$ cat src/rtl/itl_pkg.sv
package itl_pkg;

    localparam int NCH      = 3;
    localparam int CW       = 16;
    localparam int BW       = 8;
    localparam int AW       = 2;
    localparam logic [AW-1:0] CTL_ADDR = 2'd3;

    typedef enum logic [1:0] {
        FMT_NONE = 2'b00,
        FMT_LO   = 2'b01,
        FMT_HI   = 2'b10,
        FMT_WORD = 2'b11
    } fmt_e;

    typedef struct packed {
        fmt_e       fmt;
        logic [2:0] mode;
        logic       bcd;
    } cfg_t;

    typedef struct packed {
        logic       out;
        logic       nul;
        fmt_e       fmt;
        logic [2:0] mode;
        logic       bcd;
    } sts_t;

    localparam cfg_t CFG_RESET = '{fmt: FMT_WORD, mode: 3'd0, bcd: 1'b0};

    function automatic logic [BW-1:0] pick_byte(input logic [CW-1:0] w,
                                                 input fmt_e f,
                                                 input logic hi);
        case (f)
            FMT_LO:  pick_byte = w[BW-1:0];
            FMT_HI:  pick_byte = w[CW-1:BW];
            default: pick_byte = hi ? w[CW-1:BW] : w[BW-1:0];
        endcase
    endfunction

endpackage

$ cat src/rtl/itl_ctl_decode.sv
module itl_ctl_decode
    import itl_pkg::*;
(
    input  logic            clk,
    input  logic            rst,
    input  logic [AW-1:0]   addr,
    input  logic [BW-1:0]   wdata,
    input  logic            wr,
    output logic [NCH-1:0]  lat_cnt,
    output logic [NCH-1:0]  lat_sts,
    output logic [NCH-1:0]  prog,
    output cfg_t            cfg
);

    logic [1:0] sel;
    logic       ctl_wr;

    assign sel    = wdata[7:6];
    assign ctl_wr = wr && (addr == CTL_ADDR);

    always_comb begin
        lat_cnt = '0;
        lat_sts = '0;
        prog    = '0;
        cfg     = '{fmt: fmt_e'(wdata[5:4]), mode: wdata[3:1], bcd: wdata[0]};
        if (ctl_wr) begin
            if (sel != 2'b11) begin
                for (int i = 0; i < NCH; i++) begin
                    if (sel == 2'(i)) begin
                        if (wdata[5:4] == 2'b00) lat_cnt[i] = 1'b1;
                        else                     prog[i]    = 1'b1;
                    end
                end
            end else if (!wdata[0]) begin
                for (int i = 0; i < NCH; i++) begin
                    if (wdata[1+i]) begin
                        lat_cnt[i] = !wdata[5];
                        lat_sts[i] = !wdata[4];
                    end
                end
            end
        end
    end

    AST_PROG_SINGLE: assert property (@(posedge clk) disable iff (rst)
        $onehot0(prog));
    AST_PROG_EXCLUSIVE: assert property (@(posedge clk) disable iff (rst)
        (|prog) |-> !(|lat_cnt) && !(|lat_sts));
    AST_PROG_FMT_LEGAL: assert property (@(posedge clk) disable iff (rst)
        (|prog) |-> cfg.fmt != FMT_NONE);

endmodule

$ cat src/rtl/itl_down_counter.sv
module itl_down_counter
    import itl_pkg::*;
#(
    parameter logic [CW-1:0] RST_VAL = '1
) (
    input  logic          clk,
    input  logic          rst,
    input  logic          tick,
    output logic [CW-1:0] cnt
);

    always_ff @(posedge clk) begin
        if (rst)       cnt <= RST_VAL;
        else if (tick) cnt <= cnt - 1'b1;
    end

    AST_TICK_STEP: assert property (@(posedge clk) disable iff (rst)
        tick |=> cnt == $past(cnt) - CW'(1));
    AST_IDLE_HOLD: assert property (@(posedge clk) disable iff (rst)
        !tick |=> $stable(cnt));

endmodule

$ cat src/rtl/itl_chan_readout.sv
module itl_chan_readout
    import itl_pkg::*;
(
    input  logic          clk,
    input  logic          rst,
    input  logic [CW-1:0] cnt,
    input  logic          tick,
    input  logic          prog,
    input  cfg_t          cfg,
    input  logic          lat_cnt,
    input  logic          lat_sts,
    input  logic          rd_sel,
    output logic [BW-1:0] rbyte
);

    cfg_t          cfg_q;
    logic          nul_q;
    logic          cl_v;
    logic          cl_hi;
    logic [CW-1:0] cl_val;
    logic          st_v;
    sts_t          st_val;
    logic          live_hi;
    sts_t          st_now;
    logic          two_byte;

    assign two_byte = (cfg_q.fmt == FMT_WORD);
    assign st_now   = '{out: cnt[CW-1], nul: nul_q, fmt: cfg_q.fmt,
                        mode: cfg_q.mode, bcd: cfg_q.bcd};

    always_comb begin
        if (st_v)      rbyte = st_val;
        else if (cl_v) rbyte = pick_byte(cl_val, cfg_q.fmt, cl_hi);
        else           rbyte = pick_byte(cnt, cfg_q.fmt, live_hi);
    end

    always_ff @(posedge clk) begin
        if (rst) begin
            cfg_q   <= CFG_RESET;
            nul_q   <= 1'b0;
            cl_v    <= 1'b0;
            cl_hi   <= 1'b0;
            cl_val  <= '0;
            st_v    <= 1'b0;
            st_val  <= '0;
            live_hi <= 1'b0;
        end else if (prog) begin
            cfg_q   <= cfg;
            nul_q   <= 1'b1;
            cl_v    <= 1'b0;
            cl_hi   <= 1'b0;
            st_v    <= 1'b0;
            live_hi <= 1'b0;
        end else begin
            if (tick) nul_q <= 1'b0;
            if (rd_sel) begin
                if (st_v) begin
                    st_v <= 1'b0;
                end else if (cl_v) begin
                    if (two_byte && !cl_hi) begin
                        cl_hi <= 1'b1;
                    end else begin
                        cl_v  <= 1'b0;
                        cl_hi <= 1'b0;
                    end
                end else if (two_byte) begin
                    live_hi <= !live_hi;
                end
            end
            if (lat_cnt && !cl_v) begin
                cl_v   <= 1'b1;
                cl_val <= cnt;
                cl_hi  <= 1'b0;
            end
            if (lat_sts && !st_v) begin
                st_v   <= 1'b1;
                st_val <= st_now;
            end
        end
    end

    AST_LATCH_FROZEN: assert property (@(posedge clk) disable iff (rst)
        cl_v && !prog && !rd_sel |=> cl_v && $stable(cl_val));
    AST_LATCH_CAPTURE: assert property (@(posedge clk) disable iff (rst)
        $rose(cl_v) |-> cl_val == $past(cnt));
    AST_STATUS_HOLD: assert property (@(posedge clk) disable iff (rst)
        st_v && !prog && !rd_sel |=> st_v && $stable(st_val));
    AST_STATUS_CAPTURE: assert property (@(posedge clk) disable iff (rst)
        $rose(st_v) |-> st_val.out == $past(cnt[CW-1]));
    AST_FMT_LEGAL: assert property (@(posedge clk) disable iff (rst)
        cfg_q.fmt != FMT_NONE);

endmodule

$ cat src/rtl/itl_latch_readback.sv
module itl_latch_readback
    import itl_pkg::*;
#(
    parameter logic [CW-1:0] CNT_RESET = 16'hFFFF
) (
    input  logic           clk,
    input  logic           rst,
    input  logic [AW-1:0]  addr,
    input  logic [BW-1:0]  wdata,
    input  logic           wr,
    input  logic           rd,
    input  logic [NCH-1:0] tick,
    output logic [BW-1:0]  rdata
);

    logic [NCH-1:0] lat_cnt;
    logic [NCH-1:0] lat_sts;
    logic [NCH-1:0] prog;
    cfg_t           cfg;
    logic [CW-1:0]  cnt   [NCH];
    logic [BW-1:0]  rbyte [NCH];

    itl_ctl_decode u_dec (
        .clk     (clk),
        .rst     (rst),
        .addr    (addr),
        .wdata   (wdata),
        .wr      (wr),
        .lat_cnt (lat_cnt),
        .lat_sts (lat_sts),
        .prog    (prog),
        .cfg     (cfg)
    );

    for (genvar c = 0; c < NCH; c++) begin : g_ch
        logic rd_sel;
        assign rd_sel = rd && (addr == AW'(c));

        itl_down_counter #(.RST_VAL(CNT_RESET)) u_cnt (
            .clk  (clk),
            .rst  (rst),
            .tick (tick[c]),
            .cnt  (cnt[c])
        );

        itl_chan_readout u_rdo (
            .clk     (clk),
            .rst     (rst),
            .cnt     (cnt[c]),
            .tick    (tick[c]),
            .prog    (prog[c]),
            .cfg     (cfg),
            .lat_cnt (lat_cnt[c]),
            .lat_sts (lat_sts[c]),
            .rd_sel  (rd_sel),
            .rbyte   (rbyte[c])
        );
    end

    always_comb begin
        rdata = '0;
        for (int c = 0; c < NCH; c++) begin
            if (addr == AW'(c)) rdata = rbyte[c];
        end
    end

    AST_DATA_WRITE_INERT: assert property (@(posedge clk) disable iff (rst)
        wr && addr != CTL_ADDR |-> !(|lat_cnt) && !(|lat_sts) && !(|prog));

endmodule

$ cat config.mk
export PLATFORM = sky130hd
export DESIGN_NAME = itl_latch_readback
export DESIGN_NICKNAME = d
export VERILOG_FILES = /design/src/rtl/itl_pkg.sv /design/src/rtl/itl_ctl_decode.sv /design/src/rtl/itl_down_counter.sv /design/src/rtl/itl_chan_readout.sv /design/src/rtl/itl_latch_readback.sv
export SDC_FILE = /design/constraint.sdc
export NUM_CORES = 1
export LEC_CHECK = 0
export BUFFER_PORTS_ARGS = -buffer_cell sky130_fd_sc_hd__buf_2
export CAP_MARGIN = 30
export CORE_ASPECT_RATIO = 0.8
export CORE_MARGIN = 4
export CORE_UTILIZATION = 65
export CTS_BUF_LIST = sky130_fd_sc_hd__clkbuf_4 sky130_fd_sc_hd__clkbuf_8
export CTS_CLUSTER_DIAMETER = 120
export DETAILED_ROUTE_END_ITERATION = 7
export PLACE_DENSITY = 0.83
export SYNTH_ARGS = -nofsm -noshare
export SYNTH_HDL_FRONTEND = slang
export SYNTH_HIERARCHICAL = 1
export SYNTH_SLANG_ARGS = --single-unit
$ cat constraint.sdc
create_clock -name clk -period 2.9 [get_ports clk]
set_input_delay 0.87 -clock clk [delete_from_list [all_inputs] [get_ports clk]]
set_output_delay 0.87 -clock clk [all_outputs]
set_load 0.02 [all_outputs]
==> flow_summary.ini <==
[outcome]
status = finished with violations
failed_checks = setup timing

[finish]
layout_commonest_cell = dfxtp_1
antenna_cells_inserted = 0
post_route_cells_drive_above_1_share = 0.275
layout.core_utilization = 0.797
area_delta_synth_final_pct = 17.7
finish.cell_count_without_fillers = 1184
nets = 1029
fillers = 786
layout.cells.most_common_list = dfxtp_1 (147), nand2_1 (144), buf_4 (87)

[worst_hold_path]
hold_end = g_ch[1].u_rdo/cl_val[10]
timing.hold.worst.class = reg -> reg
holdPathStages = 2
hold_start = g_ch[1].u_rdo/cl_val[10]

[route]
detail_route.drc_violations = 0
num_vias = 7641
drt-total-wl_mm = 22.9
wl_per_cell_um = 19.4
first_pass_iters = 8
drt_first_iter_violations = 877
vias_per_cell = 6.45
detail-route-antenna-nets = 0

[timing]
timing.slew.headroom = 0.393
final.hold.worst_slack_ns = 0.476
worst_pin_slew_ns = 0.910
max_freq_ghz = 0.302
period_share = 1.14
timing_hold_violations_final = 0
timing.final.crit_period_ns = 3.31
slew_viol_final = 0
fin_worst_skew_ns = 0.00977
post-route-worst-setup-slack_ns = -0.407
rsz0062_at_grt = yes
final-setup-viol-count = 8

[worst_setup_path]
reg2reg_setup_slack_ns = 0.61
crit-reg2reg-capture = g_ch[2].u_cnt/cnt[13]
crit_arrival_ns = 2.44
reg2reg_depth = 5
timing.critical_path.slowest_cell_delay_ns = 0.34
r2r_start = g_ch[2].u_cnt/cnt[5]
worst-path-max-fanout = 4
critPathKind = reg -> out
cp_data_required_time_ns = 2.03
timing.critical_path.cells = inv_2 -> ha_4 -> or2_4 -> buf_6 -> buf_6 -> a221oi_4 -> o41ai_4 -> mux2i_1 -> o2bb2ai_2 -> buf_6
critical-path-top-cell-by-count = buf_6
cpMaxStageDelayCell = dfxtp_2
startpoint_type = flip-flop
setup.worst_path.end_class = output port

[clock_network]
cts.sink_count = 153
buffer_depth_of_the_longest_clock_path = 2
tritoncts = done
ctsHtreeMaxLevel = 4
worst_skew_pair.late_latency_ns = 0.48
count_of_hold_buffers_inserted_by_post_cts_repair = 0
clkSlewWorstSetupHoldPaths_ns = 0.08
cts-buffers-inserted = 17
clock_tree.root_cell = clkbuf_8

[synth]
ys_types = 51
post_synth_fa_ha_maj_area_fraction = 0.0178
synth_xor_xnor_area_share = 0.0281
avgSynthCellArea_sq_um = 8.94
synth-warning-count = 6
dominantRegCellSynth = dfxtp_1
seq_area_frac_synth = 0.364
asyncSetResetFlopFracSynth = 0
synth.ff_latch_count = 153
biggest_area_contributors_in_the_synthesized_netlist = dfxtp_1 (36%), mux2i_1 (6.7%), nand2_1 (6.6%)
synth_fp_nets = 971
share_of_the_synthesized_area_in_the_top_cell_type = 0.364
synth_compound_gate_area_share = 0.175
synth_top_family_by_area = simple AND/OR/NAND/NOR gates
muxShareOfSynthArea = 0.131
synthSimpleGateAreaFrac = 0.215
combined_area_of_all_synthesized_cells_sq_mm = 0.00842
number_of_enable_flip_flop_cells_after_synthesis = 0
synth_largest_area_cell = dfxtp_1
synth_cells = 942

[place]
place_inst = 1149
preCtsSetupSlack_ns = -0.0604
place_congestion = 0.915
place_hpwl_mm = 15.0
portBuffers = 24

[floorplan]
floorplan.io_pins = 25
initial_utilization = 0.677
coreArea_sq_mm = 0.0124
chip_width_um = 135
std_cell_rows = 36
design.die.area_sq_mm = 0.0148
die_height_um = 110

[global_routing]
groute.usage.overall = 0.312
largest_net_degree_at_the_start_of_global_routing = 82
grt-ovfl-total = 0
antenna_found_initial = 0
wire_length_of_the_first_global_routing_pass_mm = 36.9
grt_pass1_vias = 7227

[power]
power.leakage_uw = 0.00356
worst_ir_drop_vdd_mv = 0.467
power_per_cell_area_mw_per_mm2 = 429

[run]
max_cap_violation_count = 0
==> stage by stage <==
step	cell area (sq um)	TNS, ns	power (uW)
after global placement	9030	0	2540
after floorplan	8420	0	2420
after CTS	9780	-2.55	4240
final	9910	-2.75	4250
after detailed placement	9030	-0.190	2550
after global routing	9910	-3.40	4390
==> worst max-delay path: cells and delay by family (launching register included) <==
kind	cells	cell delay, ns
DFF	1	0.34
adders and majority gates	1	0.24
AOI/OAI and AO/OA	3	0.45
and+or+nand+nor	1	0.27
muxes	1	0.24
buffers and inverters	4	0.42
==> report_power, final <==
part | internal [uW] | switching, uW | total [uW]
sequential | 2120 | 31.5 | 2150
clock | 827 | 855 | 1680
combinational | 188 | 226 | 414
==> layout make-up <==
cell class / instances / area [sq um] / share of cell area
inverter: 21 / 78.8 / 0.00796
timing repair buffer: 117 / 958 / 0.0967
clock buffer: 20 / 269 / 0.0271
sequential: 153 / 3070 / 0.310
clock inverter: 12 / 139 / 0.0140
tap: 171 / 214 / 0.0216
multi-input combinational: 690 / 5180 / 0.523
==> flip-flops by register name, indices dropped and copies added, names as in the netlist <==
register and cells:
g_ch.u_rdo/nul_q 3, g_ch.u_rdo/cl_v 3, g_ch.u_rdo/cl_hi 3, g_ch.u_rdo/cfg_q 18, g_ch.u_rdo/st_val 24, g_ch.u_rdo/cl_val 48
g_ch.u_cnt/cnt 48, g_ch.u_rdo/live_hi 3, g_ch.u_rdo/st_v 3
==> worst max-delay path by stage <==
stage	cells past startpoint	start	to	slack, ns
after global routing	8	g_ch[0].u_rdo/cfg_q[5]	rdata[1]	-0.48
after global placement	8	g_ch[0].u_rdo/cfg_q[4]	rdata[4]	0.02
after CTS	10	g_ch[0].u_rdo/cfg_q[4]	rdata[0]	-0.35
final	10	g_ch[0].u_rdo/cfg_q[4]	rdata[1]	-0.41
after detailed placement	9	g_ch[0].u_rdo/cfg_q[4]	rdata[0]	-0.06
after floorplan	8	g_ch[1].u_rdo/cfg_q[4]	rdata[0]	0.20
==> synthesized netlist by cell type, types with 6 or more instances <==
cell	number
nand3b_1	9
clkbuf_1	18
xor2_1	15
nand2_1	147
o2bb2ai_1	8
mux2i_1	56
nor4b_1	11
xnor2_1	12
ha_1	12
nor3_1	12
dfxtp_1	153
clkbuf_2	9
nor2b_1	13
mux2_2	48
buf_6	10
buf_4	21
a221oi_2	12
o211ai_1	6
nor4_1	16
a21oi_1	55
o22ai_1	24
a221oi_1	36
o21ai_0	9
buf_2	17
nand2b_1	33
inv_1	21
o41ai_1	18
nor2_1	64
nand4b_1	8
o41ai_2	6
==> cell families after synthesis <==
| kind of cell | after synthesis |
|---|---|
| buffers and inverters | 99 |
| AND/OR/NAND/NOR | 356 |
| flip-flops | 153 |
| AO/OA/AOI/OAI | 191 |
| adder cells (fa/ha/maj) | 12 |
| multiplexers | 104 |
| XOR/XNOR | 27 |
==> per-layer routing <==
metal,wire (um),track usage
met5,0,0
met4,720,0.123
met3,1660,0.0682
met2,10800,0.514
met1,9710,0.402
==> timing repair <==
| item | in CTS | in global routing |
|---|---|---|
| buffers inserted | 3 | 2 |
| pin swaps | 27 | 5 |
| resized for setup | 62 | 17 |
| setup endpoints to repair | 8 | 8 |
(Power assumes the default switching activity.)
